## config.mk

```make
export PLATFORM = sky130hd
export DESIGN_NAME = timer_channel
export DESIGN_NICKNAME = d
export VERILOG_FILES = /design/src/rtl/tmr_pkg.sv /design/src/rtl/tmr_gate_edge.sv /design/src/rtl/tmr_snapshot.sv /design/src/rtl/tmr_core.sv /design/src/rtl/timer_channel.sv
export SDC_FILE = /design/constraint.sdc
export NUM_CORES = 1
export LEC_CHECK = 0
export ABC_AREA = 1
export BUFFER_PORTS_ARGS = -buffer_cell sky130_fd_sc_hd__buf_2
export CORE_AREA = 2 2 91 93
export CTS_BUF_LIST = sky130_fd_sc_hd__clkbuf_16
export CTS_CLUSTER_DIAMETER = 150
export DETAILED_ROUTE_END_ITERATION = 16
export DIE_AREA = 0 0 93 95
export PLACE_DENSITY = 0.81
export SETUP_SLACK_MARGIN = 0.4
export SYNTH_ARGS = -nofsm -noshare
export SYNTH_HDL_FRONTEND = slang
export SYNTH_SLANG_ARGS = --single-unit
```

## constraint.sdc

```tcl
create_clock -name clk -period 4.3 [get_ports clk]
set_input_delay 0.86 -clock clk [delete_from_list [all_inputs] [get_ports clk]]
set_output_delay 0.86 -clock clk [all_outputs]
set_load 0.05 [all_outputs]
```

## src/rtl/tmr_pkg.sv

```systemverilog
package tmr_pkg;
  parameter int TMR_DIGITS = 4;
  localparam int TMR_W = 4 * TMR_DIGITS;

  typedef enum logic [2:0] {
    M_TERM    = 3'd0,
    M_ONESHOT = 3'd1,
    M_RATE    = 3'd2,
    M_SQUARE  = 3'd3,
    M_SWSTB   = 3'd4,
    M_HWSTB   = 3'd5
  } tmr_mode_e;

  // codes 6 and 7 fold onto 2 and 3
  function automatic tmr_mode_e norm_mode(input logic [2:0] m);
    if (m[2:1] == 2'b11) return tmr_mode_e'({1'b0, m[1:0]});
    return tmr_mode_e'(m);
  endfunction

  // one step down, binary or per-digit decimal with borrow chain
  function automatic logic [TMR_W-1:0] dec_one(input logic [TMR_W-1:0] v, input logic bcd);
    logic [TMR_W-1:0] res;
    logic borrow;
    if (!bcd) return v - TMR_W'(1);
    res = v;
    borrow = 1'b1;
    for (int i = 0; i < TMR_DIGITS; i++) begin
      if (borrow) begin
        if (v[i*4 +: 4] == 4'd0) res[i*4 +: 4] = 4'd9;
        else begin
          res[i*4 +: 4] = v[i*4 +: 4] - 4'd1;
          borrow = 1'b0;
        end
      end
    end
    return res;
  endfunction

  function automatic logic edge_triggered(input tmr_mode_e m);
    return (m == M_ONESHOT) || (m == M_HWSTB);
  endfunction
endpackage

```

## src/rtl/tmr_gate_edge.sv

```systemverilog
module tmr_gate_edge (
  input  logic clk,
  input  logic rst_n,
  input  logic gate,
  output logic rise
);
  logic gate_d;
  always_ff @(posedge clk or negedge rst_n) begin
    if (!rst_n) gate_d <= 1'b0;
    else        gate_d <= gate;
  end
  assign rise = gate & ~gate_d;
endmodule

```

## src/rtl/tmr_snapshot.sv

```systemverilog
module tmr_snapshot #(
  parameter int W = 16
) (
  input  logic         clk,
  input  logic         rst_n,
  input  logic         take,
  input  logic [W-1:0] live,
  output logic [W-1:0] held
);
  always_ff @(posedge clk or negedge rst_n) begin
    if (!rst_n)    held <= '0;
    else if (take) held <= live;
  end
endmodule

```

## src/rtl/tmr_core.sv

```systemverilog
module tmr_core
  import tmr_pkg::*;
#(
  parameter int W = TMR_W
) (
  input  logic         clk,
  input  logic         rst_n,
  input  logic         cnt_en,
  input  logic         wr_count,
  input  logic [W-1:0] count_val,
  input  logic [2:0]   mode,
  input  logic         bcd,
  input  logic         gate,
  input  logic         gate_rise,
  output logic [W-1:0] count_o,
  output logic         out_o,
  output logic         tick_o,
  output tmr_mode_e    mode_o
);
  logic [W-1:0] cnt_q, reload_q;
  tmr_mode_e    mode_q, wr_mode;
  logic         bcd_q, run_q, out_q, extra_q;
  logic         trig_mode, gate_ok, trig, tick, at_one, at_two;
  logic [W-1:0] dec1, dec2, half_load, wr_even;

  always_comb begin
    wr_mode   = norm_mode(mode);
    trig_mode = edge_triggered(mode_q);
    gate_ok   = trig_mode | gate;
    trig      = gate_rise & trig_mode;
    tick      = cnt_en & run_q & gate_ok & ~wr_count & ~trig;
    at_one    = (cnt_q == W'(1));
    at_two    = (cnt_q == W'(2));
    dec1      = dec_one(cnt_q, bcd_q);
    dec2      = dec_one(dec1, bcd_q);
    half_load = {reload_q[W-1:1], 1'b0};
    wr_even   = {count_val[W-1:1], 1'b0};
  end

  always_ff @(posedge clk or negedge rst_n) begin
    if (!rst_n) begin
      cnt_q    <= '0;
      reload_q <= '0;
      mode_q   <= M_TERM;
      bcd_q    <= 1'b0;
      run_q    <= 1'b0;
      out_q    <= 1'b1;
      extra_q  <= 1'b0;
    end else if (wr_count) begin
      mode_q   <= wr_mode;
      bcd_q    <= bcd;
      reload_q <= count_val;
      extra_q  <= 1'b0;
      cnt_q    <= (wr_mode == M_SQUARE) ? wr_even : count_val;
      run_q    <= ~edge_triggered(wr_mode);
      out_q    <= (wr_mode != M_TERM);
    end else if (trig) begin
      cnt_q   <= reload_q;
      run_q   <= 1'b1;
      extra_q <= 1'b0;
      out_q   <= (mode_q == M_HWSTB);
    end else if (tick) begin
      case (mode_q)
        M_TERM, M_ONESHOT: begin
          cnt_q <= dec1;
          if (at_one) begin
            out_q <= 1'b1;
            run_q <= 1'b0;
          end
        end
        M_RATE: begin
          if (at_one) begin
            cnt_q <= reload_q;
            out_q <= 1'b1;
          end else begin
            cnt_q <= dec1;
            if (at_two) out_q <= 1'b0;
          end
        end
        M_SQUARE: begin
          if (extra_q) begin
            extra_q <= 1'b0;
            out_q   <= 1'b0;
            cnt_q   <= half_load;
          end else if (at_two) begin
            if (out_q && reload_q[0]) begin
              extra_q <= 1'b1;
              cnt_q   <= dec2;
            end else begin
              out_q <= ~out_q;
              cnt_q <= half_load;
            end
          end else begin
            cnt_q <= dec2;
          end
        end
        default: begin
          if (!out_q) begin
            out_q <= 1'b1;
            run_q <= 1'b0;
          end else begin
            cnt_q <= dec1;
            if (at_one) out_q <= 1'b0;
          end
        end
      endcase
    end
  end

  assign count_o = cnt_q;
  assign out_o   = out_q;
  assign tick_o  = tick;
  assign mode_o  = mode_q;
endmodule

```

## src/rtl/timer_channel.sv

```systemverilog
module timer_channel
  import tmr_pkg::*;
(
  input  logic             clk,
  input  logic             rst_n,
  input  logic             cnt_en,
  input  logic             wr_count,
  input  logic [TMR_W-1:0] count_val,
  input  logic [2:0]       mode,
  input  logic             bcd,
  input  logic             gate,
  input  logic             latch_req,
  output logic             out_wave,
  output logic [TMR_W-1:0] count_q,
  output logic [TMR_W-1:0] snap_q
);
  logic      gate_rise_w;
  logic      tick_w;
  tmr_mode_e mode_e;
  logic [2:0] mode_w;

  tmr_gate_edge u_edge (
    .clk(clk), .rst_n(rst_n), .gate(gate), .rise(gate_rise_w)
  );

  tmr_core #(.W(TMR_W)) u_core (
    .clk(clk), .rst_n(rst_n), .cnt_en(cnt_en), .wr_count(wr_count),
    .count_val(count_val), .mode(mode), .bcd(bcd), .gate(gate),
    .gate_rise(gate_rise_w), .count_o(count_q), .out_o(out_wave),
    .tick_o(tick_w), .mode_o(mode_e)
  );

  assign mode_w = mode_e;

  tmr_snapshot #(.W(TMR_W)) u_snap (
    .clk(clk), .rst_n(rst_n), .take(latch_req), .live(count_q), .held(snap_q)
  );
endmodule

```

# Word-level counts from Yosys, hierarchy flattened
# Index checks and enable logic that the tools add are counted.
# word_totals
regBits	56
inputBits	26
out_inout_bits	33
word_cells	139
# classes
add_sub_neg	10
eq_ne	16
muxes	70
bitwise_logic	12
reduce_logical	22
# ops
operator	n
two-way mux 16 bit	10
two-way mux 4 bit	14
one-hot mux 16 bit (3 select lines)	1
two-way mux 1 bit	41
logical NOT 4 bit	8
subtractor 16 x 1 -> 16 bit, second input constant	2
subtractor 4 x 1 -> 4 bit, second input constant	8
== test 16 x 1 -> 1 bit, second input constant	1
== test 16 x 2 -> 1 bit, second input constant	1
!= test 5 x 2 -> 1 bit, second input constant	2
== test 3 x 2 -> 1 bit, second input constant	3
nonzero test 3 bit	3
bitwise AND 1 bit	6
== test 3 x 1 -> 1 bit, second input constant	2
== test 3 bit, second input constant	2
two-way mux 3 bit	2
nonzero test 6 bit	1
!= test 5 x 3 -> 1 bit, second input constant	1
NOT 1 bit	5
AND reduction 5 bit	1
!= test 4 x 2 -> 1 bit, second input constant	1
!= test 4 bit, second input constant	1
AND reduction 2 bit	2
AND reduction 4 bit	1
9 further kinds	11

# Longest topological paths before layout
# logic_depth
word_depth	25
ltp_mapped	20
ltp_nobuf	20

# Cells and area by module
# From an unflattened synthesis, not the netlist that was laid out.
# unflattened
cells_unflattened	677
hier_area_um2	4415.5
# by_module_without_submodules
mod	instances	cells_per_inst	area_each_um2	seq_area_each_um2
tmr_core	1	606	3736.1	977.2
tmr_snapshot	1	68	644.4	400.4
tmr_gate_edge	1	3	35.0	25.0

# Worst setup path after synthesis
# Ideal clock, no wire load.
# synth_timing
path_kind	reg2reg
start	reg u_core.cnt_q[0] (netlist: u_core.count_o[0])
end	reg u_core.cnt_q[11] (netlist: u_core.count_o[11])
setup_time_ns	0.121
arrival_ns	2.558
required_ns	4.179
slack_ns	1.621
stages_incl_launch_ff	19
n_path_buf	0
period_less_slack_ns	2.679
cell_sequence	dfrtp_1 -> inv_1 -> ha_1 -> nand3_4 -> nand2_1 -> nor2_2 -> nand2_2 -> nor2_4 -> nand2_4 -> nor2_8 -> nand2_2 -> o21ai_2 -> nand2_1 -> nand2_1 -> nand3_1 -> nand2_1 -> nand2_1 -> nand2_1 -> a21oi_2
# synth_via
elab_chain_len	18
word_cells_on_any_way	35
cone_classes	add/sub: 4; eq/ne: 2; mux: 25; reduce/logical: 4
# synth_lines
element	line_no	rtl
start, declared	tmr_core.sv:20	logic [W-1:0] cnt_q, reload_q;
start signal, assigned	tmr_core.sv:54	cnt_q <= (wr_mode == M_SQUARE) ? wr_even : count_val;
start signal, assigned	tmr_core.sv:58	cnt_q <= reload_q;
start signal, assigned	tmr_core.sv:73	cnt_q <= reload_q;
branches (longest 14 deep; another with subtractor 16 x 1 -> 16 bit)	n/a	
one-hot mux 16 bit (3 select lines) *	tmr_core.sv:63	case (mode_q)
two-way mux 16 bit *	tmr_core.sv:62	end else if (tick) begin
two-way mux 16 bit *	tmr_core.sv:57	end else if (trig) begin
two-way mux 16 bit *	tmr_core.sv:49	end else if (wr_count) begin
# Every way passes the cells marked *. The select of a mux whose other input is x is not followed.
# A chain may end at the register's enable or synchronous reset.

# Final worst setup path
# Ends and elaborated chain as after synthesis.

==> results.md <==
- Post_cts resized: 0
- Fin Setup TNS: 0 ns
- Crit-path max FO: 9
- Core Rows: 33
- Max cap viols: 0
- Sequential fraction of the synthesis area: a little under a third
- IO Count: roughly 60
- Initial Util: 57.9%
- Vias in the first global route: between 4k and 5k
- Syn_nets: ~740
- Post-route ant nets: 0
- Routed WL: roughly 14,000 microns
- First-pass GRT wire length: approximately 22,000 microns
- Worst min path class: in -> async
- Core ar.: 7930 sq um
- Final Skew: around 0.011 ns
- Slew headroom: between 50% and 60%
- First drt pass iteration count: 7
- CP startpoint kind: flip-flop
- Nets: between 700 and 800
- H-Tree Depth: 2
- Most frequent cells in the layout: 207 x nand2_1, 77 x nand3_1, 76 x nor2_1, 74 x inv_1, 58 x buf_2
- Overall Global Routing Usage: a little under a third
- CTS Buffer Depth: 2
- Slew Viols, Final: 0
- Die area: around 8800 sq um
- RR Endpoint: u_core.count_o[11]
- RR Startpoint: u_core.count_o[0]
- # setup viols final: 0
- RSZ-0062 raised after global routing: false
- Max Clock Freq: 0.340 GHz
- Vias: 4,944
- Post-route setup slack: between 1 and 1.5 ns
- I/O Buffers: 58
- CTS Hold Buffers Added: 0
- CP endpoint: u_core.count_o[11]
- Peak supply drop: approximately 0.00018 V
- Post-CTS setup buffers: 0
- Worst reg-to-reg path cell count: 15
- Ys Warns: 0
- Initial antenna violation count: 0
- CTS buffer count: 5
- Final Cycle Share: between 60% and 70%
- Worst-Skew Late Latency: around 0.30 ns
- Syn Area/Cell: around 6.4 sq um
- Min Tclk post-route: 2.95 ns
- Die X: roughly 93 microns
- Tightest Pin Transition: 0.716 ns
- Mapped cell area: 4590 sq um
- Placer Congestion: ~0.95
- Status: complete, no violations
- Clock slew at reported path FFs: 0.08 ns
- Setup Crit Path Kind: reg -> reg
- Number of DRC markers in iteration 0: slightly above 500
- Crit path capture type: flip-flop
- DP Wirelength: approximately 10,000 microns
- Vias per cell: 5.69
- Commonest non-fill, non-tap cell in the layout: nand2_1
- Routed wire per std cell: between 15 and 20 microns
- Largest net degree at the start of global routing: 40
- Ant. Diodes: 0
- Static leakage: around 2.6 nW
- Synth unique cells: 44
- Critical path required time: 4.54 ns
- Crit path from: u_core.count_o[0]
- Clock sink count: 56
- CTS tree: yes
- #FFs+latches synth: 56
- Fin. Hold Viols: 0
- Grt ovf: 0
- Multi-input logic area: about 2800 sq um
- Critical path arrival: 3.18 ns
- Fill cell count: 771
- Register area: 1400 sq um
- Share of layout cells above drive strength 1: 18.2%
- Slack of the worst reg-to-reg path: about 1.4 ns
- Synth-to-Final Area Change: 11.3%
- Root buffer selected by CTS: clkbuf_16
- Die Ht: between 90 and 100 microns
- Post-Synthesis Cells: 712
- Drc violations: 0
- DP Worst Slack: ~1.4 ns
- Power Density: 448 nW/um^2
layout make-up:
| type | instances | area share [%] |
|---|---|---|
| repair buffers | 64 | 6.57 |
| inverters | 86 | 6.37 |
| well taps | 105 | 2.57 |
| clock inverters | 3 | 0.392 |
| multi-input cells | 550 | 54.2 |
| clock buffers | 5 | 2.45 |
| flip-flops and latches | 56 | 27.5 |
cells by family after synthesis:
group	share of synthesized area (%)
and+or+nand+nor	42.4
AOI/OAI and AO/OA	15.8
buffers and inverters	9.13
DFF	30.6
adders and majority gates	1.36
xor gates and xnor gates	0.763
worst min path at each step:
stage | from | depth (start not counted) | to | slack, ns
after global routing | rst_n | 1 | u_snap.held[0] | 0.51
after CTS | rst_n | 1 | u_snap.held[7] | 0.49
after floorplan | u_core.run_q | 2 | u_core.run_q | 0.45
final | rst_n | 1 | u_snap.held[7] | 0.48
after detailed placement | u_core.run_q | 2 | u_core.run_q | 0.49
after global placement | u_snap.held[8] | 2 | u_snap.held[8] | 0.49
cell usage after synthesis, drive strengths merged:
master / number / area share (%)
inv: 84 / 6.9
o211ai: 3 / 0.49
a31oi: 6 / 0.82
xnor2: 2 / 0.38
nand3b: 1 / 0.16
a22oi: 5 / 0.82
o221ai: 4 / 0.76
nand4: 4 / 0.55
clkinv: 2 / 0.16
nor2: 96 / 11
clkbuf: 12 / 0.98
nand2: 228 / 20
nor4: 1 / 0.14
dfrtp: 55 / 30
a211oi: 1 / 0.16
a32oi: 1 / 0.19
dfstp: 1 / 0.57
o21ai: 40 / 4.4
ha: 5 / 1.4
nand3: 81 / 9.4
o311ai: 1 / 0.19
o31ai: 2 / 0.44
buf: 8 / 1.1
a21oi: 54 / 6.5
xor2: 2 / 0.38
nor3: 6 / 0.87
a21o: 1 / 0.16
o22ai: 6 / 0.82
critical path, cell delays in order (launching register included):
cell,delay [ns]
dfrtp_1,0.44
inv_1,0.21
ha_1,0.34
nand3_4,0.16
nand2_1,0.09
nor2_2,0.20
nand3_1,0.18
nor2_1,0.20
nand2_1,0.15
o21ai_0,0.37
nand3_1,0.14
nand3_1,0.11
nand2_1,0.06
nand2_1,0.05
nand2_1,0.06
a21oi_2,0.12
state kept, by name (all words and copies together), names as in the netlist:
name / flops
u_edge.gate_d: 1
u_core.run_q: 1
u_core.bcd_q: 1
u_core.count_o: 16
u_core.reload_q: 16
u_snap.held: 16
u_core.mode_o: 3
u_core.extra_q: 1
u_core.out_o: 1
power breakdown:
group | internal (mW) | total, mW | leakage [nW] | switching, mW
clock | 0.217 | 0.427 | 0.0716 | 0.210
sequential | 0.615 | 0.725 | 0.654 | 0.110
combinational | 0.299 | 1.14 | 1.91 | 0.836
per-layer routing:
metal / global-route usage [%] / vias to the layer above / routed length (microns)
li1: - / 2407 / -
met3: 5.43 / 30 / 1100
met2: 53.1 / 246 / 6280
met4: 10.8 / 0 / 326
met5: 0 / - / 0
met1: 41.5 / 2261 / 5810
stage by stage:
step	utilization (%)	total power [mW]	hold slack [ns]	cells	area [sq um]
after floorplan	-	1.58	0.452	712	4590
after global placement	62.6	1.83	0.495	861	4960
after detailed placement	62.6	1.85	0.493	861	4960
after CTS	64.4	2.27	0.493	869	5110
after global routing	64.4	2.42	0.514	869	5110
final	64.4	2.29	0.476	869	5110
No activity file was read; power rests on OpenSTA's default activity.
